### src/rtl/smb_blkrd_pkg.sv
// Package: shared state encoding for the block-read target.
// Assumes: nothing beyond IEEE 1800-2017.
package smb_blkrd_pkg;

    typedef enum logic [3:0] {
        ST_IDLE,
        ST_ADDR,
        ST_CMD,
        ST_CNT,
        ST_SADDR,
        ST_LEN,
        ST_RX_ACK,
        ST_TX,
        ST_TX_ACK,
        ST_WAIT
    } smb_state_e;

endpackage

### src/rtl/smb_line_sync.sv
// Module: synchronises SCL/SDA into the clk domain and flags SCL edges,
// START (SDA falls, SCL high) and STOP (SDA rises, SCL high).
// Assumes: clk is several times faster than SCL; lines idle high.
module smb_line_sync #(
    parameter int STAGES = 2
) (
    input  logic clk,
    input  logic rst_n,
    input  logic scl_in,
    input  logic sda_in,
    output logic scl_s,
    output logic sda_s,
    output logic scl_rise,
    output logic scl_fall,
    output logic start_det,
    output logic stop_det
);

    logic [STAGES-1:0] scl_sr;
    logic [STAGES-1:0] sda_sr;
    logic              scl_p;
    logic              sda_p;

    // Synchroniser chains plus one history flop per line.
    always_ff @(posedge clk) begin
        if (!rst_n) begin
            scl_sr <= '1;
            sda_sr <= '1;
            scl_p  <= 1'b1;
            sda_p  <= 1'b1;
        end else begin
            scl_sr <= {scl_sr[STAGES-2:0], scl_in};
            sda_sr <= {sda_sr[STAGES-2:0], sda_in};
            scl_p  <= scl_sr[STAGES-1];
            sda_p  <= sda_sr[STAGES-1];
        end
    end

    // Edge and bus-condition decode from the current and previous sample.
    always_comb begin
        scl_s     = scl_sr[STAGES-1];
        sda_s     = sda_sr[STAGES-1];
        scl_rise  = scl_s & ~scl_p;
        scl_fall  = ~scl_s & scl_p;
        start_det = scl_s & scl_p & sda_p & ~sda_s;
        stop_det  = scl_s & scl_p & ~sda_p & sda_s;
    end

endmodule

### src/rtl/smb_reg_bank.sv
// Module: fixed-content register bank with a combinational read port.
// Two windows are populated; all other indices, including the
// one-past-the-end index (bit 8 set), read as zero.
// Assumes: content is constant and computed from parameters.
module smb_reg_bank #(
    parameter int DEPTH    = 256,
    parameter int LO_LAST  = 8'h3F,
    parameter int HI_FIRST = 8'hF0,
    parameter int STEP     = 3,
    parameter int SEED     = 8'h40,
    localparam int IDX_W   = $clog2(DEPTH)
) (
    input  logic [IDX_W:0] rd_idx,
    output logic [7:0]     rd_data
);

    logic [7:0] bank [DEPTH];

    // Build the table: populated windows get a computed value, gaps read zero.
    for (genvar g = 0; g < DEPTH; g++) begin : g_entry
        if (g <= LO_LAST || g >= HI_FIRST) begin : g_pop
            assign bank[g] = 8'((g * STEP + SEED) % 256);
        end else begin : g_gap
            assign bank[g] = 8'h00;
        end
    end

    // Read port: indices at or past the end of the space return zero.
    always_comb begin
        rd_data = rd_idx[IDX_W] ? 8'h00 : bank[rd_idx[IDX_W-1:0]];
    end

endmodule

### src/rtl/smb_blkrd_fsm.sv
// Module: byte-level protocol engine. Receives the address, command and
// setup bytes, acknowledges them, and streams the length byte followed by
// register data while the host acknowledges.
// Assumes: edge/condition pulses from smb_line_sync; reg bank read is
// combinational.
module smb_blkrd_fsm
    import smb_blkrd_pkg::*;
#(
    parameter logic [6:0] TGT_ADDR  = 7'h2C,
    parameter logic [7:0] CMD_CODE  = 8'hF1,
    parameter logic [7:0] SETUP_CNT = 8'h02,
    parameter int         MAX_LEN   = 32,
    localparam int        LEN_W     = $clog2(MAX_LEN + 1)
) (
    input  logic       clk,
    input  logic       rst_n,
    input  logic       scl_s,
    input  logic       sda_s,
    input  logic       scl_rise,
    input  logic       scl_fall,
    input  logic       start_det,
    input  logic       stop_det,
    input  logic [7:0] rd_data,
    output logic [8:0] rd_idx,
    output logic       sda_oe
);

    localparam logic [8:0] PTR_END = 9'd256;

    smb_state_e       st_q, ack_next_q, rx_next;
    logic [3:0]       bit_cnt_q;
    logic [7:0]       rx_sh_q, tx_sh_q, saddr_tmp_q, start_q;
    logic [LEN_W-1:0] len_q, len_clamped;
    logic [8:0]       ptr_q;
    logic             sda_oe_q, host_ack_q;
    logic             rx_ack, in_rx, byte_done, ptr_load;
    logic [7:0]       tx_first;

    // Accept/next-state decision for a completed received byte.
    always_comb begin
        rx_ack  = 1'b0;
        rx_next = ST_WAIT;
        case (st_q)
            ST_ADDR:  if (rx_sh_q[7:1] == TGT_ADDR) begin
                          rx_ack  = 1'b1;
                          rx_next = rx_sh_q[0] ? ST_TX : ST_CMD;
                      end
            ST_CMD:   if (rx_sh_q == CMD_CODE) begin
                          rx_ack  = 1'b1;
                          rx_next = ST_CNT;
                      end
            ST_CNT:   if (rx_sh_q == SETUP_CNT) begin
                          rx_ack  = 1'b1;
                          rx_next = ST_SADDR;
                      end
            ST_SADDR: begin
                          rx_ack  = 1'b1;
                          rx_next = ST_LEN;
                      end
            ST_LEN:   begin
                          rx_ack  = 1'b1;
                          rx_next = ST_WAIT;
                      end
            default:  ;
        endcase
    end

    // Byte-complete strobe, pointer load, length clamp and count byte.
    always_comb begin
        in_rx       = st_q inside {ST_ADDR, ST_CMD, ST_CNT, ST_SADDR, ST_LEN};
        byte_done   = in_rx && scl_fall && (bit_cnt_q == 4'd8);
        ptr_load    = byte_done && rx_ack && (st_q == ST_ADDR) && rx_sh_q[0];
        len_clamped = (rx_sh_q == 8'h00 || rx_sh_q > 8'(MAX_LEN))
                      ? LEN_W'(MAX_LEN) : rx_sh_q[LEN_W-1:0];
        tx_first    = {{(8 - LEN_W){1'b0}}, len_q};
    end

    // Main protocol sequencer; STOP and START take priority over all states.
    always_ff @(posedge clk) begin
        if (!rst_n) begin
            st_q        <= ST_IDLE;
            ack_next_q  <= ST_IDLE;
            bit_cnt_q   <= '0;
            rx_sh_q     <= '0;
            tx_sh_q     <= '0;
            saddr_tmp_q <= '0;
            start_q     <= 8'h00;
            len_q       <= LEN_W'(1);
            ptr_q       <= '0;
            sda_oe_q    <= 1'b0;
            host_ack_q  <= 1'b0;
        end else if (stop_det) begin
            st_q     <= ST_IDLE;
            sda_oe_q <= 1'b0;
        end else if (start_det) begin
            st_q      <= ST_ADDR;
            bit_cnt_q <= '0;
            sda_oe_q  <= 1'b0;
        end else begin
            case (st_q)
                ST_ADDR, ST_CMD, ST_CNT, ST_SADDR, ST_LEN: begin
                    if (scl_rise && bit_cnt_q != 4'd8) begin
                        rx_sh_q   <= {rx_sh_q[6:0], sda_s};
                        bit_cnt_q <= bit_cnt_q + 4'd1;
                    end
                    if (byte_done) begin
                        bit_cnt_q <= '0;
                        if (rx_ack) begin
                            sda_oe_q   <= 1'b1;
                            ack_next_q <= rx_next;
                            st_q       <= ST_RX_ACK;
                        end else begin
                            st_q <= ST_WAIT;
                        end
                        if (st_q == ST_SADDR) saddr_tmp_q <= rx_sh_q;
                        if (st_q == ST_LEN) begin
                            start_q <= saddr_tmp_q;
                            len_q   <= len_clamped;
                        end
                        if (ptr_load) ptr_q <= {1'b0, start_q};
                    end
                end
                ST_RX_ACK: if (scl_fall) begin
                    st_q      <= ack_next_q;
                    bit_cnt_q <= '0;
                    if (ack_next_q == ST_TX) begin
                        sda_oe_q <= ~tx_first[7];
                        tx_sh_q  <= {tx_first[6:0], 1'b0};
                    end else begin
                        sda_oe_q <= 1'b0;
                    end
                end
                ST_TX: begin
                    if (scl_rise) bit_cnt_q <= bit_cnt_q + 4'd1;
                    if (scl_fall) begin
                        if (bit_cnt_q == 4'd8) begin
                            sda_oe_q   <= 1'b0;
                            host_ack_q <= 1'b0;
                            st_q       <= ST_TX_ACK;
                        end else begin
                            sda_oe_q <= ~tx_sh_q[7];
                            tx_sh_q  <= {tx_sh_q[6:0], 1'b0};
                        end
                    end
                end
                ST_TX_ACK: begin
                    if (scl_rise) begin
                        if (sda_s) st_q <= ST_WAIT;
                        else       host_ack_q <= 1'b1;
                    end
                    if (scl_fall && host_ack_q) begin
                        st_q      <= ST_TX;
                        bit_cnt_q <= '0;
                        sda_oe_q  <= ~rd_data[7];
                        tx_sh_q   <= {rd_data[6:0], 1'b0};
                        ptr_q     <= (ptr_q == PTR_END) ? ptr_q : ptr_q + 9'd1;
                    end
                end
                default: ;
            endcase
        end
    end

    assign rd_idx = ptr_q;
    assign sda_oe = sda_oe_q;

    // SDA is only newly pulled low while SCL is low.
    assert_drive_low_scl_R11: assert property (@(posedge clk) disable iff (!rst_n)
        $rose(sda_oe_q) |-> !scl_s);

    // Stored length always within 1..MAX_LEN.
    assert_len_range_R10: assert property (@(posedge clk) disable iff (!rst_n)
        (len_q != '0) && (len_q <= LEN_W'(MAX_LEN)));

    // Pointer parks past the top and never wraps unless reloaded.
    assert_ptr_no_wrap_R6: assert property (@(posedge clk) disable iff (!rst_n)
        (ptr_q == PTR_END && !ptr_load) |=> (ptr_q == PTR_END));

    // A host NACK releases SDA and parks the engine.
    assert_nack_release_R8: assert property (@(posedge clk) disable iff (!rst_n)
        (st_q == ST_TX_ACK && scl_rise && sda_s && !stop_det && !start_det)
        |=> (st_q == ST_WAIT && !sda_oe_q));

endmodule

### src/rtl/smb_blkrd_target.sv
// Module: top of the SMBus block-read target. Ties the line synchroniser,
// protocol engine and register bank together.
// Assumes: external pull-up on SDA; sda_oe high means pull SDA low.
module smb_blkrd_target #(
    parameter logic [6:0] TGT_ADDR = 7'h2C,
    parameter logic [7:0] CMD_CODE = 8'hF1,
    parameter int         MAX_LEN  = 32,
    parameter int         SYNC_STAGES = 2,
    parameter int         LO_LAST  = 8'h3F,
    parameter int         HI_FIRST = 8'hF0
) (
    input  logic clk,
    input  logic rst_n,
    input  logic scl_in,
    input  logic sda_in,
    output logic sda_oe
);

    logic       scl_s, sda_s, scl_rise, scl_fall, start_det, stop_det;
    logic [8:0] rd_idx;
    logic [7:0] rd_data;

    smb_line_sync #(.STAGES(SYNC_STAGES)) u_sync (
        .clk(clk), .rst_n(rst_n), .scl_in(scl_in), .sda_in(sda_in),
        .scl_s(scl_s), .sda_s(sda_s), .scl_rise(scl_rise), .scl_fall(scl_fall),
        .start_det(start_det), .stop_det(stop_det)
    );

    smb_blkrd_fsm #(.TGT_ADDR(TGT_ADDR), .CMD_CODE(CMD_CODE),
                    .SETUP_CNT(8'h02), .MAX_LEN(MAX_LEN)) u_fsm (
        .clk(clk), .rst_n(rst_n), .scl_s(scl_s), .sda_s(sda_s),
        .scl_rise(scl_rise), .scl_fall(scl_fall), .start_det(start_det),
        .stop_det(stop_det), .rd_data(rd_data), .rd_idx(rd_idx), .sda_oe(sda_oe)
    );

    smb_reg_bank #(.DEPTH(256), .LO_LAST(LO_LAST), .HI_FIRST(HI_FIRST),
                   .STEP(3), .SEED(8'h40)) u_bank (
        .rd_idx(rd_idx), .rd_data(rd_data)
    );

    // Indices outside the populated windows read as zero.
    assert_gap_zero_R5: assert property (@(posedge clk) disable iff (!rst_n)
        (rd_idx[8] || (int'(rd_idx[7:0]) > LO_LAST && int'(rd_idx[7:0]) < HI_FIRST))
        |-> (rd_data == 8'h00));

endmodule

### config.mk
export PLATFORM = sky130hd
export DESIGN_NAME = smb_blkrd_target
export DESIGN_NICKNAME = d
export VERILOG_FILES = /design/src/rtl/smb_blkrd_pkg.sv /design/src/rtl/smb_line_sync.sv /design/src/rtl/smb_reg_bank.sv /design/src/rtl/smb_blkrd_fsm.sv /design/src/rtl/smb_blkrd_target.sv
export SDC_FILE = /design/constraint.sdc
export NUM_CORES = 1
export LEC_CHECK = 0
export BUFFER_PORTS_ARGS = -buffer_cell sky130_fd_sc_hd__buf_2
export CORE_AREA = 2 2 104 106
export DETAILED_ROUTE_END_ITERATION = 10
export DIE_AREA = 0 0 106 108
export PLACE_DENSITY_LB_ADDON = 0.2
export SYNTH_ARGS = -nofsm -noshare
export SYNTH_HDL_FRONTEND = slang
export SYNTH_SLANG_ARGS = --single-unit
### constraint.sdc
create_clock -name clk -period 2.2 [get_ports clk]
set_clock_uncertainty 0.15 [all_clocks]
set_input_delay 0.44 -clock clk [delete_from_list [all_inputs] [get_ports clk]]
set_output_delay 0.44 -clock clk [all_outputs]
set_load 0.02 [all_outputs]
* Word-level counts from Yosys, hierarchy flattened *
Memories as Yosys holds them, arrays and structs flattened.
Index checks and enable logic that the tools add are counted.

word-level totals
  memories kept = 1
  bits in registers = 67
  word-level logic and storage cells = 160
  bits of input ports = 4
  memory bits (read-only) = 2,048
  output and inout bits = 1

cells by class
  bitwise operators = 17
  reduce and logical (&&, ||, !) cells = 30
  $add $sub $neg = 2
  eq/ne operators = 38
  muxes and demuxes = 54
  $lt $le $gt $ge = 2

memory list
  name              depth  width  rd ports  clocked after Yosys merged registers in  wr ports  RTL line            source
  (name not given)  256    8      1         0                                        0         smb_reg_bank.sv:30  rd_data = rd_idx[IDX_W] ? 8'h00 : bank[rd_idx[IDX_W-1:0]];

operators by type and width
  cell                                                                             number
  4-bit two-way mux                                                                17
  8-bit two-way mux                                                                8
  4-bit one-hot mux with 4 select lines                                            3
  9-bit two-way mux                                                                4
  7-bit AND reduction                                                              4
  8-bit one-hot mux with 3 select lines                                            1
  3-bit by 2-bit inequality test with 1-bit output, second input constant          7
  4-bit by 3-bit equality test with 1-bit output, second input constant            5
  2-bit by 1-bit inequality test with 1-bit output, second input constant          9
  9-bit one-hot mux with 2 select lines                                            1
  1-bit two-way mux                                                                15
  5-bit AND reduction                                                              3
  6-bit AND reduction                                                              2
  5-bit nonzero test                                                               2
  9-bit by 1-bit adder with 9-bit output, second input constant                    1
  9-bit equality test, second input constant                                       1
  9-bit >= comparator, second input constant                                       1
  1-bit inverter                                                                   9
  8-bit inverter with 9-bit output                                                 1
  4-bit by 2-bit equality test with 1-bit output, second input constant            2
  4-bit equality test, second input constant                                       2
  8-bit by 2-bit equality test with 1-bit output, second input constant            1
  8-bit equality test, second input constant                                       1
  8-bit by 6-bit greater-than comparator with 1-bit output, second input constant  1
  other kinds (24)                                                                 42

* Longest topological paths before layout *
Gate-level depths: netlist of run 1.

  depth in word-level cells = 10
  depth in mapped cells = 10
  mapped depth without buffers = 9

* By module *
Synthesis of run 1 repeated with hierarchy kept, for this count alone.

unflattened totals
  cells, all modules = 454
  area, all modules = 3,731.1 um^2

by module, submodules not included
  module         area each (um^2)  seq. area each (um^2)  cells an instance  instances
  smb_blkrd_fsm  3,241.9           1,201.2                393                1
  smb_reg_bank   299.0             0.0                    45                 1
  smb_line_sync  190.2             120.1                  16                 1

* Worst setup path after synthesis of run 1 *
Ideal clock, no wire load.

  path type = register to register
  start = register u_fsm.bit_cnt_q[0]
  end = register u_fsm.ptr_q[2], in the netlist u_fsm.rd_idx[2]
  cell stages (with the launch flop) = 11
  clock period less this slack = 2.162 ns
  path buffers = 2
  required time = 1.915 ns
  setup slack = 0.038 ns
  setup time = 0.135 ns
  arrival time = 1.876 ns
  cell sequence = dfxtp_1 > inv_1 > ha_1 > and3b_1 > clkbuf_1 > a32oi_1 > a311oi_1 > o21ai_2 > buf_2 > a211oi_1 > a211oi_1

between the ends
  cells in the longest elaborated chain, start to end = 7
  elaborated cells on any way between the ends = 8
  those cells by class = 3 x eq/ne; 5 x reduce/logical

ends and longest elaborated chain
  element                                                     RTL line              source
  start: declaration                                          smb_blkrd_fsm.sv:31   logic [3:0] bit_cnt_q;
  start signal: assignment                                    smb_blkrd_fsm.sv:104  bit_cnt_q <= bit_cnt_q + 4'd1;
  start signal: assignment                                    smb_blkrd_fsm.sv:134  if (scl_rise) bit_cnt_q <= bit_cnt_q + 4'd1;
  4-bit equality test *                                       smb_blkrd_fsm.sv:71   byte_done = in_rx && scl_fall && (bit_cnt_q == 4'd8);
  1-bit logical AND *                                         smb_blkrd_fsm.sv:71
  1-bit logical AND (3 in series)                             smb_blkrd_fsm.sv:72   ptr_load = byte_done && rx_ack && (st_q == ST_ADDR) && rx_sh_q[0];
  2-bit by 1-bit inequality test with 1-bit output (no line)  --
  7-bit AND reduction (no line) *                             --
  end signal: assignment                                      smb_blkrd_fsm.sv:120  if (ptr_load) ptr_q <= {1'b0, start_q};
  end signal: assignment                                      smb_blkrd_fsm.sv:156  ptr_q <= (ptr_q == PTR_END) ? ptr_q : ptr_q + 9'd1;
  end: declaration                                            smb_blkrd_fsm.sv:34   logic [8:0] ptr_q;

Mark *: on every way between the ends. The rest lies on a longest branch, timed or not.
A chain may end at the register's enable or synchronous reset.

* Final worst setup path of run 1 *
  start = register u_fsm.bit_cnt_q[0]
  end = register u_fsm.ptr_q[3], in the netlist u_fsm.rd_idx[3]

The elaborated chain is that of the path after synthesis.

==> results of run 1 <==
logic make-up after synthesis:
logic type | Yosys count
AOI/OAI and AO/OA | 122
and+or+nand+nor | 181
xor gates and xnor gates | 4
muxes | 13
buffers and inverters | 44
adders and majority gates | 8
DFF | 66
sequential cells by signal (all words and copies together) (netlist names):
name and flops:
u_fsm.saddr_tmp_q 8, u_fsm.tx_sh_q 7, u_sync.sda_sr 2, u_fsm.st_q 4, u_fsm.ack_next_q 4, u_fsm.sda_oe 1, u_fsm.host_ack_q 1, u_sync.scl_p 1
u_fsm.rx_sh_q 8, u_sync.scl_sr 2, u_fsm.rd_idx 9, u_fsm.bit_cnt_q 4, u_fsm.start_q 8, u_fsm.len_q 6, u_sync.sda_p 1
placed cells by master (no fill, tap or decap), types with 4 or more instances in the layout:
cell	netlist	layout
a211oi_1	10	10
a21oi_1	33	31
a222oi_1	4	4
a22oi_1	5	5
a31oi_1	8	8
and3_1	4	4
buf_2	11	4
buf_4	0	78
buf_6	1	4
clkbuf_8	0	9
dfxtp_1	66	60
dfxtp_2	0	6
ha_1	8	7
inv_1	12	10
mux2i_1	13	13
nand2_1	53	50
nand2b_1	12	11
nand3_1	15	15
nand3b_1	4	4
nor2_1	43	41
nor2b_1	7	6
nor3_1	9	9
nor4_2	0	4
o21ai_0	17	17
or3_1	5	4
report_power, final:
part	internal [mW]	leakage, nW	switching, mW
registers	1.20	0.536	0.00599
clock network	0.762	0.124	0.535
logic	0.0475	1.17	0.0656
stage by stage:
step / setup WS (ns) / hold slack [ns] / power (mW) / setup TNS [ns] / instance area [sq um]
floorplan: 0.0382 / 0.236 / 1.29 / 0 / 3560
global placement: 0.00283 / 0.250 / 1.33 / 0 / 4180
detailed placement: -0.106 / 0.255 / 1.33 / -0.284 / 4180
CTS: 0.000497 / 0.101 / 2.63 / 0 / 4530
global route: -0.0526 / 0.129 / 2.70 / -0.223 / 4730
finish: 0.0473 / 0.104 / 2.62 / 0 / 4730
critical path, stage by stage, from the launching register on:
cell and delay, ns:
dfxtp_2 0.33, inv_2 0.07, ha_4 0.13, and3b_2 0.20, buf_4 0.12, a32oi_1 0.13
a311oi_2 0.34, o21ai_4 0.19, buf_4 0.18, o32ai_1 0.23
area by class of cell:
type                            count  area share, %
Multi-Input combinational cell    328           47.2
Inverter                           12          0.952
Sequential cell                    66           28.1
Timing Repair Buffer               89           14.9
Tap cell                          136           3.60
Clock inverter                      7           2.65
Clock buffer                        9           2.62
how the worst max path moves through the flow:
stage,start,endpoint,depth (start not counted)
after detailed placement,u_fsm.st_q[1],u_fsm.tx_sh_q[2],6
after global placement,u_fsm.st_q[1],u_fsm.tx_sh_q[3],6
after global routing,u_fsm.bit_cnt_q[0],u_fsm.rd_idx[3],9
after CTS,u_fsm.st_q[1],u_fsm.tx_sh_q[2],6
after floorplan,u_fsm.bit_cnt_q[0],u_fsm.rd_idx[2],10
final,u_fsm.bit_cnt_q[0],u_fsm.rd_idx[3],9
metal layers:
layer  part of all wire [%]  global-route usage [%]  routed length (microns)
met1                     47                    24.9                     4940
met2                     46                    29.7                     4860
met3                    4.8                    3.80                      503
met4                    2.3                    8.74                      245
met5                      0                       0                        0
repair_timing:
item / in CTS / in global routing
resized for setup: 16 / 36
endpoints found under the setup margin: 11 / 24
pin swaps: 6 / 15
buffers inserted: 3 / 7
==> reports/results.ini, run 1 <==
[outcome]
status=completed

[cts]
cts.sinks=66
cts_buffer_depth=2
clk_latency_ns=0.37
hold_buffers=0
cts-htree-levels=3
cts-buffers-inserted=9
clk_pin_slew_ns=0.08
cts_tree=yes
clockRootBuffer=clkbuf_8

[sta]
period_share_pct=97.8
finalMaxSlewViolations=0
rsz0062_at_grt=yes
tightest_slew_ns=0.446
maxSlewHeadroom_pct=70.2
clock.fmax_mhz=465
finalCriticalPeriod_ns=2.15
final-hold-violation-count=0
setup_viol=0

[synthesis]
synthTopCellsByArea=dfxtp_1, nand2_1, a21oi_1, nor2_1, mux2i_1
synth-simple-area-share_pct=26.2
synth.area.mux_share_pct=3.66
syn_nets=450
syn_area_per_cell_sq_um=8.12
synth-xor-area-share_pct=0.985
synth_compound_area_share_pct=23.9
yosys.area_share.adder_pct=2.81
async_flop_share_pct=0
synth_top_family_by_area=simple AND/OR/NAND/NOR gates
netlist_instances=438
synth.top_cells.by_count=dfxtp_1, nand2_1, nor2_1
synth-edff-count=0
netlist.area_leader.share_pct=37.1
seq_area_frac_synth_pct=37.1
ys.flop_type=dfxtp_1
ys_ff_latch=66
ys_warn_count=0
syn_area_sq_um=3560
synth_most_common_cell=dfxtp_1
synth_top_area_cell=dfxtp_1
ys_types=68

[global_routing]
grt_pass1_wl_microns=16800
grt_pass1_vias=3350
grt_usage_pct=18.8
grt_overflow_total=0
grt_antenna_before_repair=0
grt_max_degree=42

[die]
rows=37
core_sq_um=10200
die_h_microns=108
die_w_microns=106
initial_core_util_pct=34.8
fp.dieArea_sq_um=11400
io_pins=5

[placement]
placed_cells=621
numPortBuffers=4
dpl.hpwl_microns=7550
gp_congestion=0.872

[cells_and_area]
antennaDiodeCount=0
multi_input_area_sq_um=2230
nFillCells=983
seqCellArea_sq_um=1330
area_growth_pct=32.9
final_cells=647
nets=518
drive_above_1_share_pct=30.1
fin_util_pct=46.2

[routing]
remaining_drc_errors=0
drtIter0Drc=182
drt-total-wl_microns=10600
avgRoutedWirePerCell_microns=16.3
ant_nets=0
num_vias=3466
firstDrtPassIters=5
post_drt_via_cell_ratio=5.36

[pwr]
ir_drop_v=0.000240
power_leakage_nw=1.83
p_per_area_nw_per_um2=553

[worst_hold_path]
hold_class=in -> reg
min_to=u_sync.sda_sr[0]
hold_path_startpoint=sda_in
min_path_cells=2

[worst_setup_path]
cp.arrival_ns=2.28
ff2ff_path_depth=9
path_class=reg -> reg
required_ns=2.33
cp-start-kind=flip-flop
r2r-start=u_fsm.bit_cnt_q[0]
r2r_setup_slack_ns=0.05
worstSetupEndpointType=flip-flop
path_max_fanout=12
r2r_end=u_fsm.rd_idx[3]

[flow_run]
maxCapViolCount=0

No activity file was read; power rests on OpenSTA's default activity.
==> run 2, diff against run 1 <==
==> constraint.sdc (replaced) <==
create_clock -name clk -period 2.5 [get_ports clk]
set_clock_uncertainty 0.15 [all_clocks]
set_input_delay 0.5 -clock clk [delete_from_list [all_inputs] [get_ports clk]]
set_output_delay 0.5 -clock clk [all_outputs]
set_load 0.02 [all_outputs]
==> run 2 against run 1 <==
Routed wire length fell by 7.7%. Via count fell by 5.9%. Utilization fell by 6.6 points. Cell area fell by 14%. Register-to-register slack improved by 0.15 ns. Critical path type unchanged. Critical endpoint is now u_fsm.tx_sh_q[2].
==> reports/results.ini, run 2 (same netlist as run 1, synthesis figures left out) <==
[outcome]
status=completed

[die]
io_pins=5  ; unchanged
die_w_microns=106  ; unchanged
rows=37  ; unchanged
initial_core_util_pct=34.8  ; unchanged
fp.dieArea_sq_um=11400  ; unchanged
die_h_microns=108  ; unchanged
core_sq_um=10200  ; unchanged

[sta]
period_share_pct=92.0  ; -5.8 points
clock.fmax_mhz=435  ; -6.4%
finalCriticalPeriod_ns=2.30  ; +0.148 ns
final-hold-violation-count=0  ; unchanged
setup_viol=0  ; unchanged
finalMaxSlewViolations=0  ; unchanged
finalSetupTns_ns=0  ; unchanged
rsz0062_at_grt=no
maxSlewHeadroom_pct=66.6  ; -3.7 points
whs_ns=0.195  ; +0.0910 ns
tightest_slew_ns=0.501  ; +0.0550 ns

[pwr]
p_switching_mw=0.509  ; -16%
ir_drop_v=0.000242  ; +1.0%
p_clk_share_pct=48.2  ; -1.4 points
power_leakage_nw=1.44  ; -21%
combPwrFrac_pct=3.3  ; -1.0 points
p_seq_share_pct=48.5  ; +2.4 points
totalPowerFinal_mw=2.19  ; -16%
p_per_area_nw_per_um2=541  ; -2.2%
power.switching_fraction_pct=23.2  ; +0.026 points
p_int_mw=1.68  ; -16%

[routing]
post_drt_via_cell_ratio=5.56  ; +3.8%
drtIter0Drc=258  ; +42%
drt-total-wl_microns=9740  ; -7.7%
avgRoutedWirePerCell_microns=16.6  ; +1.8%
firstDrtPassIters=5  ; unchanged
ant_nets=0  ; unchanged
num_vias=3263  ; -5.9%
remaining_drc_errors=0  ; unchanged

[global_routing]
grt_pass1_vias=3106  ; -7.3%
grt_overflow_total=0  ; unchanged
grt_max_degree=42  ; unchanged
grt_usage_pct=18.0  ; -0.82 points
grt_antenna_before_repair=0  ; unchanged
grt_pass1_wl_microns=16100  ; -4.2%

[cells_and_area]
multi_input_area_sq_um=2070  ; -7.1%
area_growth_pct=13.9
nets=458  ; -12%
final_cells=587  ; -9.3%
final_cell_mix=dfxtp_1, nand2_1, nor2_1
largest_reg_flops=9  ; unchanged
nFillCells=1066  ; +8.4%
final_common_cell=dfxtp_1
drive_above_1_share_pct=14.6  ; -16 points
antennaDiodeCount=0  ; unchanged
seqCellArea_sq_um=1330  ; -0.28%

[cts]
cts_tree=yes
clockRootBuffer=clkbuf_8
cts.sinks=66  ; unchanged
clk_pin_slew_ns=0.08  ; about the same
cts_buffer_depth=2  ; unchanged
cts-buffers-inserted=9  ; unchanged
cts-htree-levels=3  ; unchanged
post_cts_buffers=0  ; -3
hold_buffers=0  ; unchanged
clk_latency_ns=0.35  ; -0.02 ns

[placement]
numPortBuffers=4  ; unchanged
placed_cells=571  ; -8.1%
gp_congestion=0.930  ; +6.6%
dpl.hpwl_microns=6990  ; -7.4%

[worst_setup_path]
worstSetupEndpointType=flip-flop
required_ns=2.61  ; +0.28 ns
path_max_fanout=14  ; +2
cp.arrival_ns=2.41  ; +0.13 ns
cp-start-kind=flip-flop
path_class=reg -> reg

[flow_run]
maxCapViolCount=0  ; unchanged

[worst_hold_path]
hold_class=in -> reg

run 2: cell types whose count changed in the layout (fill, tap and decap cells not counted), moves of 3 or more:
cell | before | now
dfxtp_1 | 60 | 63
nor4_1 | 3 | 7
nand2_1 | 50 | 53
dfxtp_2 | 6 | 3
buf_4 | 78 | 25
nor4_2 | 4 | 0
buf_6 | 4 | 0
run 2: cell type report:
type / instances / area share [%]
Clock buffer: 10 / 3.40
Clock inverter: 6 / 2.35
Inverter: 12 / 1.11
Multi-Input combinational cell: 328 / 51.1
Sequential cell: 66 / 32.7
Tap cell: 136 / 4.20
Timing Repair Buffer: 29 / 5.13
run 2: power by group through the flow:
stage               clock network (mW)  registers (mW)  logic [mW]
CTS                               1.09            1.06      0.0708
global placement                     0            1.09      0.0712
detailed placement                   0            1.09      0.0708
floorplan                            0            1.08      0.0490
global route                      1.14            1.07      0.0787
finish                            1.06            1.06      0.0727
run 2: worst paths after layout:
kind               startpoint                to  slack, ns  depth (start not counted)
max reg2reg     u_fsm.st_q[3]  u_fsm.tx_sh_q[2]       0.20                          5
max             u_fsm.st_q[3]  u_fsm.tx_sh_q[2]       0.20                          5
min                    sda_in  u_sync.sda_sr[0]       0.20                          2
min reg2reg  u_sync.sda_sr[0]  u_sync.sda_sr[1]       0.26                          1
run 2: stage by stage:
| step | setup WS [ns] | instance area (sq um) | util, % |
|---|---|---|---|
| 6_report | 0.199 | 4050 | 39.6 |
| 3_3_place_gp | 0.135 | 3790 | 37.1 |
| 5_1_grt | 0.0545 | 4050 | 39.6 |
| 4_1_cts | 0.0745 | 4030 | 39.4 |
| 2_1_floorplan | 0.338 | 3560 | - |
| 3_5_place_dp | 0.0762 | 3790 | 37.1 |
run 2: timing repair:
action                     CTS  global route
setup endpoints to repair    0             6
gates resized for setup      0             6
hold endpoints to repair     0             0
run 2: worst max-delay path, stage by stage (launching register included):
cell      delay, ns
dfxtp_1        0.53
or4b_1         0.58
buf_4          0.24
nor3_2         0.31
a222oi_1       0.16
a211oi_1       0.26
run 2: metal layers:
layer  GRT usage [%]  wire length [microns]  vias up
met5               0                      0        -
met4            4.04                     95        0
met3            5.00                    556        9
met2            29.4                   4510       87
met1            23.8                   4590     1556
li1                -                      -     1611
